<file path="config.mk">
export PLATFORM = sky130hd
export DESIGN_NAME = bsi_slave
export DESIGN_NICKNAME = d
export VERILOG_FILES = /design/src/rtl/bsi_pkg.sv /design/src/rtl/bsi_decode.sv /design/src/rtl/bsi_mbox.sv /design/src/rtl/bsi_irq.sv /design/src/rtl/bsi_slave.sv
export SDC_FILE = /design/constraint.sdc
export NUM_CORES = 1
export LEC_CHECK = 0
export ABC_AREA = 1
export BUFFER_PORTS_ARGS = -buffer_cell sky130_fd_sc_hd__buf_2
export CORE_MARGIN = 4
export CORE_UTILIZATION = 52
export CTS_BUF_LIST = sky130_fd_sc_hd__clkbuf_2 sky130_fd_sc_hd__clkbuf_4 sky130_fd_sc_hd__clkbuf_8
export CTS_CLUSTER_SIZE = 16
export DETAILED_ROUTE_END_ITERATION = 6
export PLACE_DENSITY = 0.83
export SETUP_SLACK_MARGIN = 0.05
export SLEW_MARGIN = 20
export SYNTH_ARGS = -nofsm -noshare
export SYNTH_HDL_FRONTEND = slang
export SYNTH_HIERARCHICAL = 1
export SYNTH_SLANG_ARGS = --single-unit
</file>
<file path="constraint.sdc">
create_clock -name clk -period 2.1 [get_ports clk]
set_input_delay 0.21 -clock clk [delete_from_list [all_inputs] [get_ports clk]]
set_output_delay 0.21 -clock clk [all_outputs]
set_load 0.01 [all_outputs]
</file>
<file path="src/rtl/bsi_pkg.sv">
package bsi_pkg;

    typedef enum logic [2:0] {
        ST_IDLE,
        ST_HOLD_WAIT,
        ST_RAM_XFER,
        ST_MEM_DONE,
        ST_IO_DONE
    } bsi_state_e;

    typedef enum logic [1:0] {
        PORT_MBOX = 2'd0,
        PORT_STAT = 2'd1,
        PORT_IRQ  = 2'd2,
        PORT_RSVD = 2'd3
    } bsi_port_e;

    localparam int BSI_ADDR_W    = 24;
    localparam int BSI_IO_W      = 16;
    localparam int BSI_PORT_BITS = 2;

endpackage

</file>
<file path="src/rtl/bsi_decode.sv">
module bsi_decode #(
    parameter int ADDR_W    = 24,
    parameter int IO_W      = 16,
    parameter int RAM_AW    = 12,
    parameter int PORT_BITS = 2,
    parameter logic [ADDR_W-1:0] MEM_BASE = 24'h040000,
    parameter logic [IO_W-1:0]   IO_BASE  = 16'h0080
) (
    input  logic [ADDR_W-1:0]    addr,
    output logic                 mem_hit,
    output logic                 io_hit,
    output logic [RAM_AW-1:0]    ram_word,
    output logic [PORT_BITS-1:0] port_sel
);

    always_comb begin
        mem_hit  = (addr[ADDR_W-1:RAM_AW] == MEM_BASE[ADDR_W-1:RAM_AW]);
        io_hit   = (addr[IO_W-1:PORT_BITS] == IO_BASE[IO_W-1:PORT_BITS]);
        ram_word = addr[RAM_AW-1:0];
        port_sel = addr[PORT_BITS-1:0];
    end

endmodule

</file>
<file path="src/rtl/bsi_mbox.sv">
module bsi_mbox #(
    parameter int W = 16
) (
    input  logic         clk,
    input  logic         rst_n,
    input  logic         wr,
    input  logic [W-1:0] wdata,
    input  logic         rd,
    output logic [W-1:0] data,
    output logic         full,
    output logic         ovr
);

    always_ff @(posedge clk) begin
        if (!rst_n) begin
            data <= '0;
            full <= 1'b0;
            ovr  <= 1'b0;
        end else begin
            if (rd) begin
                full <= 1'b0;
            end
            if (wr) begin
                if (full) begin
                    ovr <= 1'b1;
                end else begin
                    data <= wdata;
                    full <= 1'b1;
                end
            end
        end
    end

endmodule

</file>
<file path="src/rtl/bsi_irq.sv">
module bsi_irq #(
    parameter int LEVELS = 4,
    localparam int LVL_W = (LEVELS > 1) ? $clog2(LEVELS) : 1
) (
    input  logic              clk,
    input  logic              rst_n,
    input  logic              set_en,
    input  logic [LEVELS-1:0] set_bits,
    input  logic              ack,
    output logic [LEVELS-1:0] pend,
    output logic              req,
    output logic [LVL_W-1:0]  lvl
);

    logic [LEVELS-1:0] clr_mask;

    always_comb begin
        lvl = '0;
        for (int i = 0; i < LEVELS; i++) begin
            if (pend[i]) begin
                lvl = LVL_W'(i);
            end
        end
        req = |pend;
        clr_mask = '0;
        for (int i = 0; i < LEVELS; i++) begin
            if (ack && req && (LVL_W'(i) == lvl)) begin
                clr_mask[i] = 1'b1;
            end
        end
    end

    always_ff @(posedge clk) begin
        if (!rst_n) begin
            pend <= '0;
        end else begin
            pend <= (pend & ~clr_mask) | (set_en ? set_bits : '0);
        end
    end

endmodule

</file>
<file path="src/rtl/bsi_slave.sv">
module bsi_slave
    import bsi_pkg::*;
#(
    parameter int DATA_W     = 16,
    parameter int RAM_AW     = 12,
    parameter int IRQ_LEVELS = 4,
    parameter logic [BSI_ADDR_W-1:0] MEM_BASE = 24'h040000,
    parameter logic [BSI_IO_W-1:0]   IO_BASE  = 16'h0080,
    localparam int BYTE_W = DATA_W / 2,
    localparam int LVL_W  = (IRQ_LEVELS > 1) ? $clog2(IRQ_LEVELS) : 1
) (
    input  logic                  clk,
    input  logic                  rst_n,
    input  logic [BSI_ADDR_W-1:0] bus_addr,
    input  logic [DATA_W-1:0]     bus_wdata,
    input  logic                  bus_wide,
    input  logic                  bus_mem_rd,
    input  logic                  bus_mem_wr,
    input  logic                  bus_io_rd,
    input  logic                  bus_io_wr,
    output logic [DATA_W-1:0]     bus_rdata,
    output logic                  bus_ack,
    output logic                  core_hold_req,
    input  logic                  core_hold_ack,
    output logic [RAM_AW-1:0]     ram_addr,
    output logic [DATA_W-1:0]     ram_wdata,
    output logic [1:0]            ram_be,
    output logic                  ram_en,
    output logic                  ram_we,
    input  logic [DATA_W-1:0]     ram_rdata,
    input  logic                  core_mb_rd,
    output logic [DATA_W-1:0]     core_mb_rdata,
    output logic                  core_in_full,
    input  logic                  core_mb_wr,
    input  logic [DATA_W-1:0]     core_mb_wdata,
    output logic                  core_out_full,
    output logic                  core_irq_req,
    output logic [LVL_W-1:0]      core_irq_lvl,
    input  logic                  core_irq_ack
);

    bsi_state_e state_q, state_d;

    logic                     mem_hit, io_hit;
    logic [RAM_AW-1:0]        dec_word;
    logic [BSI_PORT_BITS-1:0] dec_port;
    bsi_port_e                port_e;

    logic mem_cmd, io_cmd, cmd_any;
    logic mem_go, io_go;

    logic [RAM_AW-1:0]  lat_word;
    logic [DATA_W-1:0]  lat_wdata;
    logic               lat_wr;
    logic               lat_wide;
    logic [DATA_W-1:0]  rdata_q;

    logic               in_wr, out_rd, irq_set;
    logic [DATA_W-1:0]  out_data;
    logic               in_ovr_w, out_ovr_w;
    logic [IRQ_LEVELS-1:0] irq_pend;
    logic [DATA_W-1:0]  io_rword;

    bsi_decode #(
        .ADDR_W   (BSI_ADDR_W),
        .IO_W     (BSI_IO_W),
        .RAM_AW   (RAM_AW),
        .PORT_BITS(BSI_PORT_BITS),
        .MEM_BASE (MEM_BASE),
        .IO_BASE  (IO_BASE)
    ) u_decode (
        .addr    (bus_addr),
        .mem_hit (mem_hit),
        .io_hit  (io_hit),
        .ram_word(dec_word),
        .port_sel(dec_port)
    );

    assign port_e  = bsi_port_e'(dec_port);
    assign mem_cmd = bus_mem_rd | bus_mem_wr;
    assign io_cmd  = bus_io_rd | bus_io_wr;
    assign cmd_any = mem_cmd | io_cmd;
    assign mem_go  = (state_q == ST_IDLE) && mem_cmd && mem_hit;
    assign io_go   = (state_q == ST_IDLE) && !mem_go && io_cmd && io_hit;

    assign in_wr   = io_go && bus_io_wr && (port_e == PORT_MBOX);
    assign out_rd  = io_go && bus_io_rd && (port_e == PORT_MBOX);
    assign irq_set = io_go && bus_io_wr && (port_e == PORT_IRQ);

    bsi_mbox #(.W(DATA_W)) u_mbox_in (
        .clk  (clk),
        .rst_n(rst_n),
        .wr   (in_wr),
        .wdata(bus_wdata),
        .rd   (core_mb_rd),
        .data (core_mb_rdata),
        .full (core_in_full),
        .ovr  (in_ovr_w)
    );

    bsi_mbox #(.W(DATA_W)) u_mbox_out (
        .clk  (clk),
        .rst_n(rst_n),
        .wr   (core_mb_wr),
        .wdata(core_mb_wdata),
        .rd   (out_rd),
        .data (out_data),
        .full (core_out_full),
        .ovr  (out_ovr_w)
    );

    bsi_irq #(.LEVELS(IRQ_LEVELS)) u_irq (
        .clk     (clk),
        .rst_n   (rst_n),
        .set_en  (irq_set),
        .set_bits(bus_wdata[IRQ_LEVELS-1:0]),
        .ack     (core_irq_ack),
        .pend    (irq_pend),
        .req     (core_irq_req),
        .lvl     (core_irq_lvl)
    );

    // Next-state logic and state register
    always_comb begin
        state_d = state_q;
        unique case (state_q)
            ST_IDLE: begin
                if (mem_go) begin
                    state_d = ST_HOLD_WAIT;
                end else if (io_go) begin
                    state_d = ST_IO_DONE;
                end
            end
            ST_HOLD_WAIT: begin
                if (core_hold_ack) begin
                    state_d = ST_RAM_XFER;
                end
            end
            ST_RAM_XFER: state_d = ST_MEM_DONE;
            ST_MEM_DONE, ST_IO_DONE: begin
                if (!cmd_any) begin
                    state_d = ST_IDLE;
                end
            end
            default: state_d = ST_IDLE;
        endcase
    end

    always_ff @(posedge clk) begin
        if (!rst_n) begin
            state_q <= ST_IDLE;
        end else begin
            state_q <= state_d;
        end
    end

    // Read word of the addressed I/O port
    always_comb begin
        io_rword = '0;
        unique case (port_e)
            PORT_MBOX: io_rword = out_data;
            PORT_STAT: io_rword[3:0] = {out_ovr_w, in_ovr_w, core_out_full, core_in_full};
            PORT_IRQ:  io_rword[IRQ_LEVELS-1:0] = irq_pend;
            PORT_RSVD: io_rword = '0;
            default:   io_rword = '0;
        endcase
    end

    // Cycle latches and read data
    always_ff @(posedge clk) begin
        if (!rst_n) begin
            lat_word  <= '0;
            lat_wdata <= '0;
            lat_wr    <= 1'b0;
            lat_wide  <= 1'b0;
            rdata_q   <= '0;
        end else begin
            if (mem_go) begin
                lat_word  <= dec_word;
                lat_wdata <= bus_wdata;
                lat_wr    <= bus_mem_wr;
                lat_wide  <= bus_wide;
            end
            if (io_go && bus_io_rd) begin
                rdata_q <= io_rword;
            end
            if (state_q == ST_RAM_XFER) begin
                rdata_q <= lat_wide ? ram_rdata
                                    : {{(DATA_W-BYTE_W){1'b0}}, ram_rdata[BYTE_W-1:0]};
            end
        end
    end

    // Outputs decoded from state
    always_comb begin
        core_hold_req = 1'b0;
        bus_ack       = 1'b0;
        ram_en        = 1'b0;
        ram_we        = 1'b0;
        unique case (state_q)
            ST_IDLE:      ;
            ST_HOLD_WAIT: core_hold_req = 1'b1;
            ST_RAM_XFER: begin
                core_hold_req = 1'b1;
                ram_en        = 1'b1;
                ram_we        = lat_wr;
            end
            ST_MEM_DONE: begin
                core_hold_req = 1'b1;
                bus_ack       = 1'b1;
            end
            ST_IO_DONE:   bus_ack = 1'b1;
            default:      ;
        endcase
        ram_addr  = lat_word;
        ram_wdata = lat_wdata;
        ram_be    = lat_wide ? 2'b11 : 2'b01;
        bus_rdata = rdata_q;
    end

endmodule

</file>
# Yosys cells after proc, flatten, opt, wreduce, memory -nomap -nowiden
# Cells that the tools add are included.
# totals
register_bits	89
word_cells	93
out_inout_bits	71
inputBits	83
# op_classes
n_mux	29
n_eq_ne	15
n_reduce_logical	28
bitwise_logic	8
# op_table
op	n
$mux W16	3
$pmux W4 S4	1
$logic_and A1 B1 Y1	15
$mux W1	15
$eq A14 B6 Y1 const B	1
$eq A12 B7 Y1 const B	1
$mux W12	1
$mux W3	4
$pmux W3 S4	1
$reduce_and A2 Y1	4
$eq A3 B2 Y1 const B	2
$mux W2	3
$and A4 B4 Y4	1
$eq A2 B2 Y1 const A	2
$eq A2 B2 Y1 const B	2
$logic_not A2 Y1	2
$mux W4	1
$ne A2 B2 Y1 const B	2
$not A4 Y4	1
$or A4 B4 Y4	1
$reduce_or A4 Y1	1
$eq A3 B1 Y1 const B	1
$eq A3 B3 Y1 const B	1
$logic_not A3 Y1	1
10 further kinds	13

# Longest topological paths before layout
# logic_depth
word_depth	12
mapped_depth	16
mapped_depth_nobuf	14

# Cells and area by module
# The synthesis kept the hierarchy.
# modules_own_cells
module	cells_per_inst	n_inst	seq_area_each_um2	area_per_inst_um2
bsi_slave	340	1	980.9	2333.5
bsi_mbox	114	2	360.3	782.0
bsi_decode	51	1	0.0	247.7
bsi_irq	28	1	80.1	185.2

# Worst setup path after synthesis
# OpenSTA, ideal clock, no wires.
# synth_path
path_type	input -> register
startpoint	input port bus_addr[0]
endpoint	register u_mbox_in.data[0]
t_required_ns	2.036
arrival_time_ns	1.598
slack_ns	0.438
path_stages	12
setup_time_ns	0.064
n_path_buf	5
path_cell_list	buf_4 > buf_2 > nor2_2 > buf_4 > inv_1 > nor2_1 > buf_6 > inv_2 > nor2_4 > buf_6 > nor2_1 > nor2_1
# synth_between
elab_chain_cells	3
# synth_lines
element	line_no	text
start: declaration	bsi_slave.sv:14	input logic [BSI_ADDR_W-1:0] bus_addr,
$logic_not A2 Y1	bsi_slave.sv:86	assign in_wr = io_go && bus_io_wr && (port_e == PORT_MBOX);
$logic_and A1 B1 Y1	bsi_slave.sv:86	
via in_wr	bsi_slave.sv:58	logic in_wr, out_rd, irq_set;
$reduce_and A2 Y1 (no source line)	n/a	
end signal: assignment	bsi_mbox.sv:27	data <= wdata;
end: declaration	bsi_mbox.sv:9	output logic [W-1:0] data,
# The timed path passes the listed nets, and every way through them passes these cells.
# A chain may end at the register's enable or synchronous reset.

# Worst setup path in the final report
# layout_path
startpoint	register state_q[2]
endpoint	output port ram_we
# layout_between
elab_chain_cells	2
# layout_lines
element	line_no	text
start: declaration	bsi_slave.sv:42	bsi_state_e state_q, state_d;
start signal: assignment	bsi_slave.sv:153	state_q <= state_d;
$eq A3 B2 Y1	bsi_slave.sv:200	unique case (state_q)
$mux W1	bsi_slave.sv:200	
end: declaration	bsi_slave.sv:29	output logic ram_we,
# No other way between the ends.

==> metrics.txt <==
Power Density=between 700 and 800 nW/um^2; Fmax achieved=~530 MHz; clk_lat worst skew=~0.35 ns; std cell rows=33; Final Hold Vio Count=0; Clock Sinks=~90; Synth Cell Area=roughly 4300 um^2; CTS tree=done; Placed Cells=slightly below 900; deepest clock path buffer count=2; ant diodes=0; Crit Path Category=register to output port; cells along the critical path=inv_1 -> nand3_2 -> nor2_1 -> buf_2; post-route setup TNS=0 ns; largest net degree at the start of global routing=40; Initial Utilization=0.530; normalized max-slew margin=0.656; vias per cell=4.92; clock transition at the registers of the reported paths=~0.090 ns; max-slew violations=0; #FFs+latches synth=between 80 and 90; NumNets Final=approximately 860; Hold-fix buffers, CTS=0; leading cell types in the layout, fill and taps excluded=167 x nor2_1, 152 x buf_2, 114 x nand2_1, 89 x dfxtp_1, 68 x inv_1; CTS buffer count=9; Resized Gates After CTS=0; vias in the first global route=4,075; die area=between 9000 and 10,000 um^2; Initial DRC Count=~150; Critical Path End Type=output port; static leakage=between 0.002 and 0.003 uW; Avg WL per Cell=between 10 and 15 um; H-tree Lvls=3; status=completed; post-synth cell types=29; WL final=10,800 um; period utilization=0.900; Final Cell Area=5170 um^2; Die Y=a little under 100 um; Non-Filler Instances=882; Tmin final=approximately 1.9 ns; Synth warnings=6; initial antenna violation count=0; placed standard-cell area=about 5000 um^2; CP Max Fanout=23; layout cell share with drive strength beyond 1=0.261; final worst setup slack=approximately 0.21 ns; first-pass GRT wire length=18,000 um; CTS root buf=clkbuf_8; final setup violating endpoints=0; startpoint types=register; Max stage delay on crit path=between 0.3 and 0.4 ns; RSZ-0062 raised after global routing=no; Core Area=about 8200 um^2; worst hold path class=primary input to register; mean post-synth cell area=6.69 um^2; IO Pins=between 150 and 200; Final Power=between 3000 and 4000 uW; buffers inserted by post-CTS timing repair=0; post-synthesis sequential area ratio=0.411; DRC viols=0; Max-cap violations=0; gr usage total=0.219; Syn Nets=730; Synth-to-Final Area Change=19.4%; CP max stage cell=nand3_2; ANT nets after route=0; first-pass detailed-route iteration total=4; critical path required time=1.89 ns; RePlAce Congestion=roughly 0.88; Critical Path AT=~1.7 ns; commonest non-fill, non-tap cell in the layout=nor2_1; Congestion Overflow GR=0; vias=4,343; Die Width=99.3 um; hpwl dp=between 8000 and 9000 um; Least-Margin Pin Slew=approximately 0.52 ns; Layout Skew=0.00737 ns; Post-Syn Instances=between 600 and 700; pre-CTS worst setup slack=approximately 0.19 ns; worst vdd ir=0.000393 V; Port Buffers=152; filler cell count=~760
-- sequential cells by signal (all words and copies together), names as in the netlist, 3 cells and up --
register	count
state_q	3
u_mbox_in/data	16
ram_wdata	16
u_irq/pend	4
bus_rdata	16
ram_addr	12
u_mbox_out/data	16
-- metrics by stage --
step           hold WS, ns  utilization
2_1_floorplan        0.345            -
3_3_place_gp         0.436        0.608
3_5_place_dp         0.445        0.608
4_1_cts             0.0705        0.630
5_1_grt             0.0822        0.632
6_report            0.0836        0.632
-- critical path: cells and delay by family, from the launching register on --
kind | cells | cell delay [ns]
and+or+nand+nor | 2 | 0.67
DFF | 1 | 0.36
buffers and inverters | 2 | 0.31
-- layout make-up --
cell class	instances	area, um^2	area share
Multi-Input combinational cell	435	1920	0.372
Sequential cell	89	1780	0.345
Timing Repair Buffer	163	881	0.170
Inverter	74	278	0.0537
Tap cell	105	131	0.0254
Clock buffer	9	124	0.0240
Clock inverter	7	52.6	0.0102
-- synthesized netlist by cell type, drive strengths merged --
master  number  area, um^2
nor2       173         674
nand2      116         440
dfxtp       89        1780
inv         74         278
nand3       57         290
buf         43         305
o21ai       42         214
a21oi       22         114
nand3b      12        90.1
clkbuf       6        43.8
or2          5        31.3
nand4        3        33.8
nor3         2        10.0
a211oi       1        12.5
conb         1        3.75
o21bai       1        7.51
-- cell families (layout without fill, tap and decap cells) --
| group | count (synthesis) | in the layout | synth area share |
|---|---|---|---|
| AO/OA/AOI/OAI | 66 | 66 | 0.0803 |
| buffers and inverters | 123 | 253 | 0.145 |
| flip-flops | 89 | 89 | 0.411 |
| other | 1 | 1 | 0.000866 |
| AND/OR/NAND/NOR | 368 | 368 | 0.363 |
-- final timing paths --
check	startpoint	to	slack (ns)	cells past startpoint
max	state_q[2]	ram_we	0.21	4
min	bus_wide	lat_wide	0.08	3
max reg2reg	state_q[1]	u_mbox_in/data[4]	0.24	11
min reg2reg	u_mbox_in/data[1]	u_mbox_in/data[1]	0.48	2
-- where the power goes --
part	internal, uW	leakage, uW	switching, uW	total, uW
Combinational	399	0.00200	543	942
Sequential	1840	0.000723	96.2	1940
Clock	438	0.0000900	625	1060
Total	2680	0.00282	1260	3940
-- metal layers --
metal / wire (um) / vias to the layer above / GRT usage
li1: - / 2227 / -
met1: 4360 / 1941 / 0.262
met2: 5210 / 161 / 0.376
met3: 1090 / 14 / 0.0666
met4: 157 / 0 / 0.0725
met5: 0 / - / 0
(Power assumes the default switching activity.)
